## src/rtl/keyed_wdog_pkg.sv

```systemverilog
package keyed_wdog_pkg;
   localparam int unsigned BUS_W = 32;

   localparam logic [11:0] OFS_START  = 12'h000;
   localparam logic [11:0] OFS_COUNT  = 12'h004;
   localparam logic [11:0] OFS_CTRL   = 12'h008;
   localparam logic [11:0] OFS_SVC    = 12'h00C;
   localparam logic [11:0] OFS_STAT   = 12'h014;
   localparam logic [11:0] OFS_KEY    = 12'hC00;

   localparam logic [BUS_W-1:0] OPEN_KEY = 32'h1ACC_E551;

   localparam int unsigned CTRL_RST_BIT = 0;
   localparam int unsigned CTRL_RUN_BIT = 1;

   typedef struct packed {
      logic run;
      logic rst_en;
   } ctrl_t;
endpackage

```

## src/rtl/keyed_wdog_regs.sv

```systemverilog
module keyed_wdog_regs
   import keyed_wdog_pkg::*;
#(
   parameter int unsigned ADDR_W = 12,
   parameter int unsigned CNT_W  = 32,
   parameter logic [CNT_W-1:0] START_RST = '1
) (
   input  logic              clk,
   input  logic              rst_n,
   input  logic [ADDR_W-1:0] addr,
   input  logic              wr_en,
   input  logic [BUS_W-1:0]  wr_data,
   output logic              is_open,
   output logic [CNT_W-1:0]  start_val,
   output ctrl_t             ctrl,
   output logic              svc_pulse
);
   localparam logic [ADDR_W-1:0] A_START = ADDR_W'(OFS_START);
   localparam logic [ADDR_W-1:0] A_CTRL  = ADDR_W'(OFS_CTRL);
   localparam logic [ADDR_W-1:0] A_SVC   = ADDR_W'(OFS_SVC);
   localparam logic [ADDR_W-1:0] A_KEY   = ADDR_W'(OFS_KEY);

   logic wr_ok;
   assign wr_ok = wr_en && is_open;

   always_ff @(posedge clk or negedge rst_n) begin
      if (!rst_n) begin
         is_open <= 1'b0;
      end else if (wr_en && addr == A_KEY) begin
         is_open <= (wr_data == OPEN_KEY);
      end
   end

   always_ff @(posedge clk or negedge rst_n) begin
      if (!rst_n) begin
         start_val <= START_RST;
      end else if (wr_ok && addr == A_START) begin
         start_val <= wr_data[CNT_W-1:0];
      end
   end

   always_ff @(posedge clk or negedge rst_n) begin
      if (!rst_n) begin
         ctrl <= '0;
      end else if (wr_ok && addr == A_CTRL) begin
         ctrl.run    <= wr_data[CTRL_RUN_BIT];
         ctrl.rst_en <= wr_data[CTRL_RST_BIT];
      end
   end

   assign svc_pulse = wr_ok && (addr == A_SVC) && wr_data[0];


   locked_start_chk: assert property (@(posedge clk) disable iff (!rst_n)
      (!is_open && wr_en && addr == A_START) |=> $stable(start_val));

   locked_ctrl_chk: assert property (@(posedge clk) disable iff (!rst_n)
      (!is_open && wr_en && addr == A_CTRL) |=> $stable(ctrl));

   key_open_chk: assert property (@(posedge clk) disable iff (!rst_n)
      (wr_en && addr == A_KEY && wr_data != OPEN_KEY) |=> !is_open);
endmodule

```

## src/rtl/keyed_wdog_counter.sv

```systemverilog
module keyed_wdog_counter #(
   parameter int unsigned CNT_W = 32,
   parameter logic [CNT_W-1:0] CNT_RST = '1
) (
   input  logic             clk,
   input  logic             rst_n,
   input  logic             run,
   input  logic             reload,
   input  logic [CNT_W-1:0] start_val,
   output logic [CNT_W-1:0] cnt,
   output logic             expire
);
   localparam logic [CNT_W-1:0] ONE = CNT_W'(1);

   assign expire = run && (cnt == '0);

   always_ff @(posedge clk or negedge rst_n) begin
      if (!rst_n) begin
         cnt <= CNT_RST;
      end else if (reload || expire) begin
         cnt <= start_val;
      end else if (run) begin
         cnt <= cnt - ONE;
      end
   end


   dec_step_chk: assert property (@(posedge clk) disable iff (!rst_n)
      (run && cnt != '0 && !reload) |=> cnt == $past(cnt) - ONE);

   frozen_chk: assert property (@(posedge clk) disable iff (!rst_n)
      (!run && !reload) |=> $stable(cnt));

   wrap_chk: assert property (@(posedge clk) disable iff (!rst_n)
      expire |=> cnt == $past(start_val));
endmodule

```

## src/rtl/keyed_wdog_stage.sv

```systemverilog
module keyed_wdog_stage (
   input  logic clk,
   input  logic rst_n,
   input  logic expire,
   input  logic svc,
   input  logic rst_en,
   output logic irq,
   output logic sys_rst
);
   logic fired;

   always_ff @(posedge clk or negedge rst_n) begin
      if (!rst_n) begin
         irq     <= 1'b0;
         fired   <= 1'b0;
         sys_rst <= 1'b0;
      end else if (svc) begin
         irq     <= 1'b0;
         fired   <= 1'b0;
         sys_rst <= 1'b0;
      end else begin
         sys_rst <= 1'b0;
         if (expire) begin
            if (!irq) begin
               irq <= 1'b1;
            end else if (rst_en && !fired) begin
               sys_rst <= 1'b1;
               fired   <= 1'b1;
            end
         end
      end
   end


   pulse_width_chk: assert property (@(posedge clk) disable iff (!rst_n)
      sys_rst |=> !sys_rst);

   pulse_needs_irq_chk: assert property (@(posedge clk) disable iff (!rst_n)
      sys_rst |-> irq);

   irq_source_chk: assert property (@(posedge clk) disable iff (!rst_n)
      $rose(irq) |-> $past(expire));

   no_repeat_chk: assert property (@(posedge clk) disable iff (!rst_n)
      (sys_rst && !svc) |=> !sys_rst);
endmodule

```

## src/rtl/keyed_wdog.sv

```systemverilog
module keyed_wdog
   import keyed_wdog_pkg::*;
#(
   parameter int unsigned ADDR_W = 12,
   parameter int unsigned CNT_W  = 32,
   parameter logic [CNT_W-1:0] START_RST = '1
) (
   input  logic              clk,
   input  logic              rst_n,
   input  logic [ADDR_W-1:0] addr,
   input  logic              wr_en,
   input  logic [31:0]       wr_data,
   output logic [31:0]       rd_data,
   output logic              irq,
   output logic              sys_rst
);
   if (CNT_W < 2 || CNT_W > BUS_W) begin : g_bad_cnt_w
      $error("keyed_wdog: CNT_W must lie in 2..32");
   end
   if (ADDR_W < 12) begin : g_bad_addr_w
      $error("keyed_wdog: ADDR_W must be at least 12");
   end

   localparam logic [ADDR_W-1:0] A_START = ADDR_W'(OFS_START);
   localparam logic [ADDR_W-1:0] A_COUNT = ADDR_W'(OFS_COUNT);
   localparam logic [ADDR_W-1:0] A_CTRL  = ADDR_W'(OFS_CTRL);
   localparam logic [ADDR_W-1:0] A_STAT  = ADDR_W'(OFS_STAT);
   localparam logic [ADDR_W-1:0] A_KEY   = ADDR_W'(OFS_KEY);

   logic             is_open;
   logic [CNT_W-1:0] start_val;
   ctrl_t            ctrl;
   logic             svc_pulse;
   logic [CNT_W-1:0] cnt;
   logic             expire;
   logic [BUS_W-1:0] cnt_ext;
   logic [BUS_W-1:0] start_ext;

   keyed_wdog_regs #(
      .ADDR_W    (ADDR_W),
      .CNT_W     (CNT_W),
      .START_RST (START_RST)
   ) u_regs (
      .clk       (clk),
      .rst_n     (rst_n),
      .addr      (addr),
      .wr_en     (wr_en),
      .wr_data   (wr_data),
      .is_open   (is_open),
      .start_val (start_val),
      .ctrl      (ctrl),
      .svc_pulse (svc_pulse)
   );

   keyed_wdog_counter #(
      .CNT_W   (CNT_W),
      .CNT_RST (START_RST)
   ) u_cnt (
      .clk       (clk),
      .rst_n     (rst_n),
      .run       (ctrl.run),
      .reload    (svc_pulse),
      .start_val (start_val),
      .cnt       (cnt),
      .expire    (expire)
   );

   keyed_wdog_stage u_stage (
      .clk     (clk),
      .rst_n   (rst_n),
      .expire  (expire),
      .svc     (svc_pulse),
      .rst_en  (ctrl.rst_en),
      .irq     (irq),
      .sys_rst (sys_rst)
   );

   if (CNT_W == BUS_W) begin : g_full
      assign cnt_ext   = cnt;
      assign start_ext = start_val;
   end else begin : g_pad
      assign cnt_ext   = {{(BUS_W-CNT_W){1'b0}}, cnt};
      assign start_ext = {{(BUS_W-CNT_W){1'b0}}, start_val};
   end

   always_comb begin
      rd_data = '0;
      unique case (addr)
         A_START: rd_data = start_ext;
         A_COUNT: rd_data = cnt_ext;
         A_CTRL: begin
            rd_data[CTRL_RUN_BIT] = ctrl.run;
            rd_data[CTRL_RST_BIT] = ctrl.rst_en;
         end
         A_STAT:  rd_data[0] = irq;
         A_KEY:   rd_data[0] = !is_open;
         default: rd_data = '0;
      endcase
   end


   ctrl_resv_chk: assert property (@(posedge clk) disable iff (!rst_n)
      (addr == A_CTRL) |-> rd_data[31:2] == '0);
endmodule

```

## config.mk

```make
export PLATFORM = sky130hd
export DESIGN_NAME = keyed_wdog
export DESIGN_NICKNAME = d
export VERILOG_FILES = /design/src/rtl/keyed_wdog_pkg.sv /design/src/rtl/keyed_wdog_regs.sv /design/src/rtl/keyed_wdog_counter.sv /design/src/rtl/keyed_wdog_stage.sv /design/src/rtl/keyed_wdog.sv
export SDC_FILE = /design/constraint.sdc
export NUM_CORES = 1
export LEC_CHECK = 0
export ABC_CLOCK_PERIOD_IN_PS = 2680
export BUFFER_PORTS_ARGS = -buffer_cell sky130_fd_sc_hd__buf_2
export CAP_MARGIN = 20
export CORE_ASPECT_RATIO = 1.5
export CORE_MARGIN = 2
export CORE_UTILIZATION = 56
export CTS_BUF_LIST = sky130_fd_sc_hd__clkbuf_16
export CTS_CLUSTER_DIAMETER = 40
export CTS_CLUSTER_SIZE = 24
export DETAILED_ROUTE_END_ITERATION = 12
export GPL_TIMING_DRIVEN = 0
export PLACE_DENSITY = 0.79
export SLEW_MARGIN = 20
export SYNTH_ARGS = -nofsm -noshare
export SYNTH_HDL_FRONTEND = slang
export SYNTH_SLANG_ARGS = --single-unit
export TNS_END_PERCENT = 5
```

## constraint.sdc

```tcl
create_clock -name clk -period 2.68 [get_ports clk]
set_input_delay 0.402 -clock clk [delete_from_list [all_inputs] [get_ports clk]]
set_output_delay 0.402 -clock clk [all_outputs]
set_load 0.01 [all_outputs]
```

==> reports/metrics.cfg, run 1 <==
[cells_and_area]
fillers=553
fin_area_um2=4910
num-nets-final=479
drive_gt1_share_pct=56.8
synthToLayoutAreaGrowth_pct=19.8
antenna_cells=0
fin_util_pct=68.4

[critical_path]
critPathArrivalTime_ns=2.17
crit_chain=buf_2, nor4_2, nand4_2, nor3_2, clkbuf_2, a22o_1, buf_2
worst-endpoint-required_ns=2.28
endpoint_kind=output port
crit_path_max_incr_delay_ns=0.34
cpMaxStageDelayCell=nor4_2
worstPathMaxFanout=10
path_common_cell=buf_2
path_buf_inv=3
worst_setup_path_start_kind=primary input
cp_top_family=simple AND/OR/NAND/NOR gates
worstSetupPathType=in2out

[power_and_ir_drop]
p_seq_share_pct=49.1
power_leakage_uw=0.00247
p_sw_share_pct=21.5
p_int_uw=1700
clkPwrFrac_pct=46.9
p_comb_share_pct=4.0
p_per_area_nw_per_um2=441
power_switching_uw=465
ir_drop_uv=517

[cts]
cts.sinks=70
cts_tree=done
cts.path.max_buffers=2
htree_levels=3
ctsHoldBuffers=0
root_buffer=clkbuf_16
clkLatencyLatePin_ns=0.34
cts_buffers=9
clk_pin_slew_worst_paths_ns=0.05

[synth]
synth_top_family_by_area=multiplexers
synth_cell_types=45
synth_async_sr_flop_share_pct=100
synthSimpleGateAreaFrac_pct=18.0
synth_mux_area_share_pct=20.5
syn_inst=340
syn_nets=388
ys_ff_latch=70
synthesis.area_um2=4100
synth_flop_cell=dfstp_2
synthAdderAreaFrac_pct=0.305
yosys_warnings=0
synth_compound_gate_area_share_pct=7.88
synth_area_per_cell_um2=12.0
synth_edf_count=0
synth_xor_area_share_pct=6.20
ys_seq_area_share_pct=44.7

[drt]
via_count=3176
drt_iter0_drc=234
drc=0
firstDrtPassIters=4
wire_per_inst_um=19.0
ant_nets=0
viasPerCell=5.94
drt_wl_total_um=10200

[timing]
whs_ns=0.161
relSlewSlack_pct=57.5
setup_tns_ns=0
skew_ns=0.00665
rsz0062_at_grt=false
max_clock_freq_mhz=389
drv_slew=0
finalCriticalPeriod_ns=2.57
hold_viol_final=0
tightest_slew_ns=0.636
min_period_over_period_pct=95.8
setup_violations=0
fin_ws_ns=0.111

[die]
fp-row-count=38
initial_utilization_pct=57.1
die_x_um=73.8
die_h_um=109
io_pins=81
core_um2=7180
fp.dieArea_um2=8030

[job]
max_cap_viol_count=0

[global_routing]
grt_pass1_wl_um=15900
grt_use_total_pct=26.8
grt_max_degree=55
grt_remaining_overflow=0
grt_pass1_vias=3182
antenna_found_initial=0

[place]
post-place-ws_ns=-0.226
placedInstanceArea_um2=4650
io_buffers=79
post-dp-hpwl_um=7270
place_congestion=0.834

[outcome]
status=complete, no violations

[min_path]
hold_path_class=in2async

## cells in the mapped netlist (3+ instances only)
library cell  number  share of area (%)
a22o_1            30                6.4
mux2_4            20                7.3
xnor2_1            4               0.86
nand3b_1           4               0.73
or3_1              3               0.46
nor4_2             3               0.92
nor4bb_1           4               0.98
buf_2              5               0.61
nand3_1            6               0.73
clkbuf_1           8               0.73
nand2b_1           3               0.46
nor4b_1            6                1.3
a21oi_1            3               0.37
nor4_4             3                1.6
dfstp_2           64                 41
mux2_2            45                 12
nor2_1            18                1.6
nor4_1            15                2.3
dfrtp_1            6                3.7
nand2_1           10               0.92
xor2_1            25                5.3
inv_1              6               0.55
nand4_1            7                1.1
nor3_1            17                2.1
## state kept, by name, indices dropped and copies added, names as in the netlist
register / count
u_regs.start_val: 32
u_cnt.cnt: 32
u_stage.fired: 1
u_stage.sys_rst: 1
u_stage.irq: 1
u_regs.ctrl: 2
u_regs.is_open: 1
## timing repair
action                                  4_1_cts  5_1_grt
resized for setup                             7        1
buffers inserted                              0        0
endpoints found under the setup margin       30        4
## metal layers
metal / routed length, um / vias up / track usage [%]
li1: - / 1474 / -
met1: 3920 / 1588 / 31.8
met2: 5540 / 100 / 46.9
met3: 522 / 14 / 5.82
met4: 184 / 0 / 9.35
met5: 0 / - / 0
## through the flow
step / power, uW / cells
after floorplan: 1090 / 340
after global placement: 1160 / 519
after detailed placement: 1160 / 520
after CTS: 2180 / 535
after global routing: 2230 / 535
final: 2170 / 535
## final timing paths
| path | slack (ns) | cells after the start | startpoint | to |
|---|---|---|---|---|
| max | 0.11 | 7 | addr[9] | rd_data[23] |
| min | 0.16 | 1 | rst_n | u_cnt.cnt[3]$_DFFE_PN1P_ |
| max reg2reg | 0.29 | 6 | u_regs.ctrl[1]$_DFFE_PN0P_ | u_cnt.cnt[25]$_DFFE_PN1P_ |
| min reg2reg | 0.45 | 1 | u_stage.fired$_DFFE_PN0P_ | u_stage.sys_rst$_DFF_PN0_ |
| max in group asynchronous | 2.16 | 2 | rst_n | u_regs.start_val[24]$_DFFE_PN1P_ |
| min in group clk | 0.31 | 2 | wr_data[12] | u_regs.start_val[12]$_DFFE_PN1P_ |
## kinds of logic (layout without fill, tap and decap cells)
kind of cell | Yosys count | after routing
simple gates | 112 | 112
flops | 70 | 70
mux | 68 | 68
compound gates | 39 | 39
xor+xnor | 29 | 29
buf+inv | 21 | 116
fa+ha+maj | 1 | 1
## power by group through the flow
| stage | sequential [uW] | clock, uW | combinational, uW |
|---|---|---|---|
| after global routing | 1060 | 1070 | 95.4 |
| after detailed placement | 1080 | 0 | 86.9 |
| after CTS | 1060 | 1030 | 87.5 |
| after floorplan | 1080 | 0 | 14.8 |
| final | 1060 | 1020 | 86.2 |
| after global placement | 1080 | 0 | 79.3 |
## layout by cell type (no fill, tap or decap), types with 4 or more instances in the layout
master and count:
xnor2_1 4, nand3_1 6, inv_1 9, nand3b_1 4, nand2_1 10, a22o_1 30, nand4_1 7, dfrtp_1 6
nor4_1 15, mux2_4 20, nor2_1 18, nor3_1 16, mux2_2 45, nor4b_1 6, clkbuf_16 9, clkbuf_2 5
xor2_1 25, dfstp_2 64, nor4bb_1 4, buf_2 84
## final cells by class
type	instances	area, um2	area share, %
multi-input cells	249	2170	44.2
flip-flops and latches	70	1830	37.3
repair buffers	80	425	8.67
clock buffers	9	225	4.59
well taps	100	125	2.55
plain buffers	15	85.1	1.73
clock inverters	6	23.8	0.484
inverters	6	22.5	0.459
(Power assumes the default switching activity.)
==> run 2, diff against run 1 <==
Settings changed: ABC_AREA set to 1, CORE_UTILIZATION 56 to 57, PLACE_DENSITY 0.79 to 0.78.
==> run 2 against run 1 <==
  * Core utilization grew 0.88 points
  * First-iteration DRC count grew 49%
  * Non-clock buffer count grew 5
  * Hold slack gained 0.013 ns
  * Clock skew is essentially flat
  * Sequential power is essentially flat
  * Global-route usage grew 6.3 points
  * Highest routed layer unchanged
==> reports/metrics.cfg, run 2 <==
[synth]
synth_async_sr_flop_share_pct=100  ; unchanged
synth.area.top_cells=dfstp_2 36%, nand2_1 15%, inv_1 6.6%
ys_ff_latch=70  ; unchanged
synth_most_common_cell=nand2_1
synth_top_area_share_pct=35.8  ; -5.2 points
synthesis.area_um2=4690  ; +15%
synth_common_cells=188 x nand2_1, 82 x inv_1, 70 x nor2_1, 64 x dfstp_2, 58 x o21ai_0
yosys.area.top_type=dfstp_2
synth_flop_cell=dfstp_2
yosys_warnings=0  ; unchanged
ys_seq_area_share_pct=39.0  ; -5.7 points
syn_nets=685  ; +77%
synth_area_per_cell_um2=7.37  ; -39%
synth_cell_types=34  ; -24%
synth_edf_count=0  ; unchanged
syn_inst=637  ; +87%

[cts]
ctsHoldBuffers=0  ; unchanged
cts_buffers=9  ; unchanged
clk_pin_slew_worst_paths_ns=0.06  ; about the same
clkLatencyLatePin_ns=0.34  ; about the same
cts_tree=done
cts_resized=0  ; -7
htree_levels=3  ; unchanged
post_cts_buffers=0  ; unchanged
root_buffer=clkbuf_16
cts.sinks=70  ; unchanged
cts.path.max_buffers=2  ; unchanged

[power_and_ir_drop]
ir_drop_uv=383  ; -26%
p_seq_share_pct=45.4  ; -3.7 points
power_leakage_uw=0.00256  ; +3.9%
p_sw_share_pct=22.6  ; +1.1 points
power_switching_uw=529  ; +14%
p_per_area_nw_per_um2=422  ; -4.4%
p_int_uw=1810  ; +6.4%
p_comb_share_pct=3.9  ; about the same
clkPwrFrac_pct=50.7  ; +3.8 points

[timing]
whs_ns=0.174  ; +0.0129 ns
min_period_over_period_pct=91.9  ; -3.9 points
max_clock_freq_mhz=406  ; +4.3%
setup_violations=0  ; unchanged
drv_slew=0  ; unchanged
skew_ns=0.00711  ; +0.000460 ns
tightest_slew_ns=0.779  ; +0.143 ns
rsz0062_at_grt=false
relSlewSlack_pct=48.0  ; -9.5 points
hold_viol_final=0  ; unchanged
finalCriticalPeriod_ns=2.46  ; -0.105 ns
setup_tns_ns=0  ; unchanged

[cells_and_area]
drive_gt1_share_pct=30.5  ; -26 points
top_regs=u_cnt.cnt (32), u_regs.start_val (32), u_regs.ctrl (2)
num-nets-final=777  ; +62%
synthToLayoutAreaGrowth_pct=18.2
final_common_cell=nand2_1
antenna_cells=0  ; unchanged
final_cell_mix=188 x nand2_1, 83 x buf_2, 82 x inv_1, 70 x nor2_1, 64 x dfstp_2

[drt]
viasPerCell=5.55  ; -6.6%
drt_wl_total_um=14100  ; +39%
firstDrtPassIters=8  ; +4
via_count=4653  ; +47%
wire_per_inst_um=16.8  ; -12%
drc=0  ; unchanged
drt_iter0_drc=348  ; +49%
ant_nets=0  ; unchanged

[global_routing]
antenna_found_initial=0  ; unchanged
grt_max_degree=55  ; unchanged
grt_pass1_wl_um=22700  ; +43%
grt_remaining_overflow=0  ; unchanged
grt_pass1_vias=4557  ; +43%
grt_use_total_pct=33.1  ; +6.3 points

[place]
io_buffers=80  ; +1.3%
post-dp-hpwl_um=10700  ; +48%
place_congestion=0.927  ; +11%

[critical_path]
path_common_cell=buf_2
path_buf_inv=3  ; unchanged
worst_setup_path_start_kind=primary input
crit_chain=buf_2, nor2_1, nand2_1, nor2_4, nand4_1, clkbuf_1, o21ai_0, buf_2
worstSetupPathType=in2out
endpoint_kind=output port
cp_top_family=simple AND/OR/NAND/NOR gates
critPathArrivalTime_ns=2.06  ; -0.11 ns
worstPathMaxFanout=10  ; unchanged
worst-endpoint-required_ns=2.28  ; about the same
cpMaxStageDelayCell=clkbuf_1
crit_path_max_incr_delay_ns=0.35  ; about the same

[min_path]
hold_path_class=in2async

[outcome]
status=complete, no violations

[die]
initial_utilization_pct=58.6  ; +1.6 points
fp.dieArea_um2=8990  ; +12%
core_um2=8010  ; +12%
io_pins=81  ; unchanged
fp-row-count=40  ; +5.3%
die_h_um=115  ; +5.9%
die_x_um=78.1  ; +5.8%

[job]
max_cap_viol_count=0  ; unchanged

-- run 2: power groups by stage --
stage / registers, uW / clock network (uW) / logic (uW)
final: 1060 / 1190 / 90.3
after global routing: 1060 / 1240 / 101
after CTS: 1060 / 1190 / 91.4
after detailed placement: 1080 / 0 / 90.8
after global placement: 1080 / 0 / 82.0
after floorplan: 1080 / 0 / 18.7
-- run 2: cells by family after synthesis --
logic type	synth area share [%]
simple gates	35.2
buf+inv	9.62
mux	4.48
fa+ha+maj	0.267
compound gates	8.96
flops	39.0
xor+xnor	2.43
-- run 2: worst paths after layout --
path	start	to	slack [ns]	cells past startpoint
max	addr[7]	rd_data[30]	0.22	8
min	rst_n	u_cnt.cnt[14]$_DFFE_PN1P_	0.17	1
max reg2reg	u_cnt.cnt[0]$_DFFE_PN1P_	u_cnt.cnt[14]$_DFFE_PN1P_	0.56	10
min reg2reg	u_regs.start_val[24]$_DFFE_PN1P_	u_cnt.cnt[24]$_DFFE_PN1P_	0.47	2
max in group asynchronous	rst_n	u_regs.start_val[27]$_DFFE_PN1P_	2.15	2
min in group clk	wr_data[15]	u_regs.start_val[15]$_DFFE_PN1P_	0.31	2
-- run 2: metal layers --
metal | vias to the layer above | track usage, % | wire (um)
met5 | - | 0 | 0
met4 | 0 | 19.4 | 763
met3 | 51 | 5.49 | 863
met2 | 207 | 57.9 | 7070
met1 | 2177 | 38.0 | 5420
li1 | 2218 | - | -
-- run 2: layout make-up --
class,instances,area (um2)
clock buffer,9,225
tap,105,131
fill,692,2460
buffer,19,129
timing repair buffer,81,430
inverter,86,323
sequential,70,1830
multi-input combinational,462,2410
clock inverter,7,65.1
-- run 2: metrics by stage --
step                      std cells  worst slack [ns]  util [%]  instance area (um2)  total power (uW)
after CTS                       839             0.261      69.3                 5550              2340
after detailed placement        823             0.262      65.6                 5260              1170
after floorplan                 637             0.818         -                 4690              1100
after global placement          822             0.289      65.3                 5230              1160
after global routing            839            0.0741      69.3                 5550              2400
final                           839             0.217      69.3                 5550              2340
==> run 3, diff against run 2 <==
Settings changed: CORE_MARGIN 2 to not set, RECOVER_POWER set to 100, SKIP_CTS_REPAIR_TIMING set to 1.
==> run 3 against run 2 <==
  * Count of clock-buffer cells in the layout stayed put
  * Clock power is 11% lower
  * Register-to-register slack worse by 0.30 ns
  * Fmax is 1.2% higher
  * Routed wire length is 1.1% lower
  * Critical path type unchanged
==> reports/metrics.cfg, run 3 (synthesis results as in run 2) <==
[outcome]
status=complete, no violations

[cells_and_area]
top_regs=u_cnt.cnt (32), u_regs.start_val (32), u_regs.ctrl (2)
stdcell_count=840  ; +0.12%
synthToLayoutAreaGrowth_pct=13.4
antenna_cells=0  ; unchanged
final_cell_mix=191 x nand2_1, 84 x inv_1, 74 x nor2_1, 63 x dfstp_2, 58 x o21ai_0
drive_gt1_share_pct=22.6  ; -7.9 points
final_common_cell=nand2_1
multi_input_area_um2=2290  ; -5.1%
layout.area.seq_um2=1830  ; unchanged
fin_util_pct=66.5  ; -2.8 points
fin_area_um2=5320  ; -4.0%
num-nets-final=778  ; +0.13%
fillers=726  ; +4.9%

[place]
io_buffers=80  ; unchanged
post-place-cells=823  ; unchanged
post-dp-hpwl_um=10500  ; -2.0%
place_congestion=0.945  ; +2.0%
placedInstanceArea_um2=5260  ; unchanged

[global_routing]
grt_max_degree=54  ; -1.8%
grt_use_total_pct=34.1  ; +1.0 points
grt_remaining_overflow=0  ; unchanged
grt_pass1_wl_um=22200  ; -2.0%
antenna_found_initial=0  ; unchanged
grt_pass1_vias=4593  ; +0.79%

[power_and_ir_drop]
p_int_uw=1700  ; -5.8%
power_switching_uw=505  ; -4.5%
clkPwrFrac_pct=48.0  ; -2.7 points
p_sw_share_pct=22.9  ; +0.25 points
p_per_area_nw_per_um2=415  ; -1.5%
p_comb_share_pct=3.9  ; about the same
p_seq_share_pct=48.1  ; +2.7 points
power_leakage_uw=0.00235  ; -8.2%
ir_drop_uv=400  ; +4.4%

[drt]
drt_iter0_drc=384  ; +10%
drt_wl_total_um=14000  ; -1.1%
ant_nets=0  ; unchanged
firstDrtPassIters=5  ; -3
drc=0  ; unchanged
via_count=4681  ; +0.60%
viasPerCell=5.57  ; +0.48%
wire_per_inst_um=16.6  ; -1.2%

[critical_path]
worstPathMaxFanout=10  ; unchanged
path_buf_inv=5  ; +2
cp_top_family=buffers and inverters
path_common_cell=nor2_4
crit_chain=buf_2, nor2_4, nand3_2, nor2_4, nand2_2, inv_1, buf_4, clkbuf_2, nand2_1, o21ai_0, clkbuf_1
cpMaxStageDelayCell=clkbuf_2
endpoint_kind=output port
crit_path_max_incr_delay_ns=0.30  ; -0.05 ns
critPathArrivalTime_ns=2.03  ; -0.03 ns
worst-endpoint-required_ns=2.28  ; about the same
worst_setup_path_start_kind=primary input
worstSetupPathType=in2out

[timing]
relSlewSlack_pct=38.1  ; -9.9 points
drv_slew=0  ; unchanged
max_clock_freq_mhz=411  ; +1.2%
setup_tns_ns=0  ; unchanged
rsz0062_at_grt=false
min_period_over_period_pct=90.8  ; -1.1 points
skew_ns=0.00582  ; -0.00129 ns
tightest_slew_ns=0.928  ; +0.149 ns
setup_violations=0  ; unchanged
hold_viol_final=0  ; unchanged
finalCriticalPeriod_ns=2.43  ; -0.0296 ns

[die]
core_um2=8010  ; unchanged
fp-row-count=40  ; unchanged
die_h_um=113  ; -1.7%
die_x_um=76.1  ; -2.6%
io_pins=81  ; unchanged
initial_utilization_pct=58.6  ; unchanged
fp.dieArea_um2=8610  ; -4.3%

[cts]
cts_buffers=9  ; unchanged
htree_levels=3  ; unchanged
clk_pin_slew_worst_paths_ns=0.05  ; about the same
root_buffer=clkbuf_16
cts.sinks=70  ; unchanged
cts_tree=done
cts.path.max_buffers=2  ; unchanged
clkLatencyLatePin_ns=0.35  ; about the same

[min_path]
hold_path_class=in2reg

[job]
max_cap_viol_count=0  ; unchanged

run 3: power groups by stage:
stage                     sequential [uW]  combinational (uW)  clock (uW)
after floorplan                      1080                18.7           0
after global placement               1080                82.4           0
after detailed placement             1080                90.5           0
after CTS                            1060                91.1        1070
after global routing                 1060                96.0        1110
final                                1060                85.8        1060
run 3: worst paths after layout:
| check | startpoint | to | slack, ns | cells after the start |
|---|---|---|---|---|
| worst max-delay path | addr[1] | rd_data[12] | 0.25 | 11 |
| worst min-delay path | wr_data[5] | u_regs.start_val[5]$_DFFE_PN1P_ | 0.30 | 2 |
| min in group asynchronous | rst_n | u_regs.ctrl[0]$_DFFE_PN0P_ | 0.72 | 2 |
| worst min register to register | u_regs.start_val[24]$_DFFE_PN1P_ | u_cnt.cnt[24]$_DFFE_PN1P_ | 0.47 | 2 |
| worst max register to register | u_cnt.cnt[0]$_DFFE_PN1P_ | u_cnt.cnt[16]$_DFFE_PN1P_ | 0.26 | 10 |
| max in group asynchronous | rst_n | u_stage.sys_rst$_DFF_PN0_ | 0.60 | 3 |
run 3: area by class of cell:
| cell class | count | share of cell area (%) |
|---|---|---|
| multi-input cells | 462 | 43.0 |
| flip-flops and latches | 70 | 34.4 |
| clock buffers | 9 | 4.23 |
| clock inverters | 7 | 0.611 |
| repair buffers | 82 | 7.10 |
| well taps | 105 | 2.47 |
| plain buffers | 19 | 2.14 |
| inverters | 86 | 6.07 |
run 3: through the flow:
| stage | hold slack [ns] | total power, uW | setup WS [ns] |
|---|---|---|---|
| 3_5_place_dp | 0.295 | 1170 | 0.284 |
| 2_1_floorplan | 0.106 | 1100 | 0.818 |
| 4_1_cts | -0.0622 | 2220 | 0.282 |
| 5_1_grt | 0.308 | 2270 | 0.0961 |
| 6_report | 0.296 | 2210 | 0.246 |
| 3_3_place_gp | 0.462 | 1160 | 0.288 |
run 3: layer usage:
| metal | share of wire, % | global-route usage [%] | vias up |
|---|---|---|---|
| li1 | - | - | 2221 |
| met1 | 39 | 38.6 | 2210 |
| met2 | 51 | 59.3 | 192 |
| met3 | 5.3 | 5.32 | 58 |
| met4 | 5.5 | 23.1 | 0 |
| met5 | 0 | 0 | - |
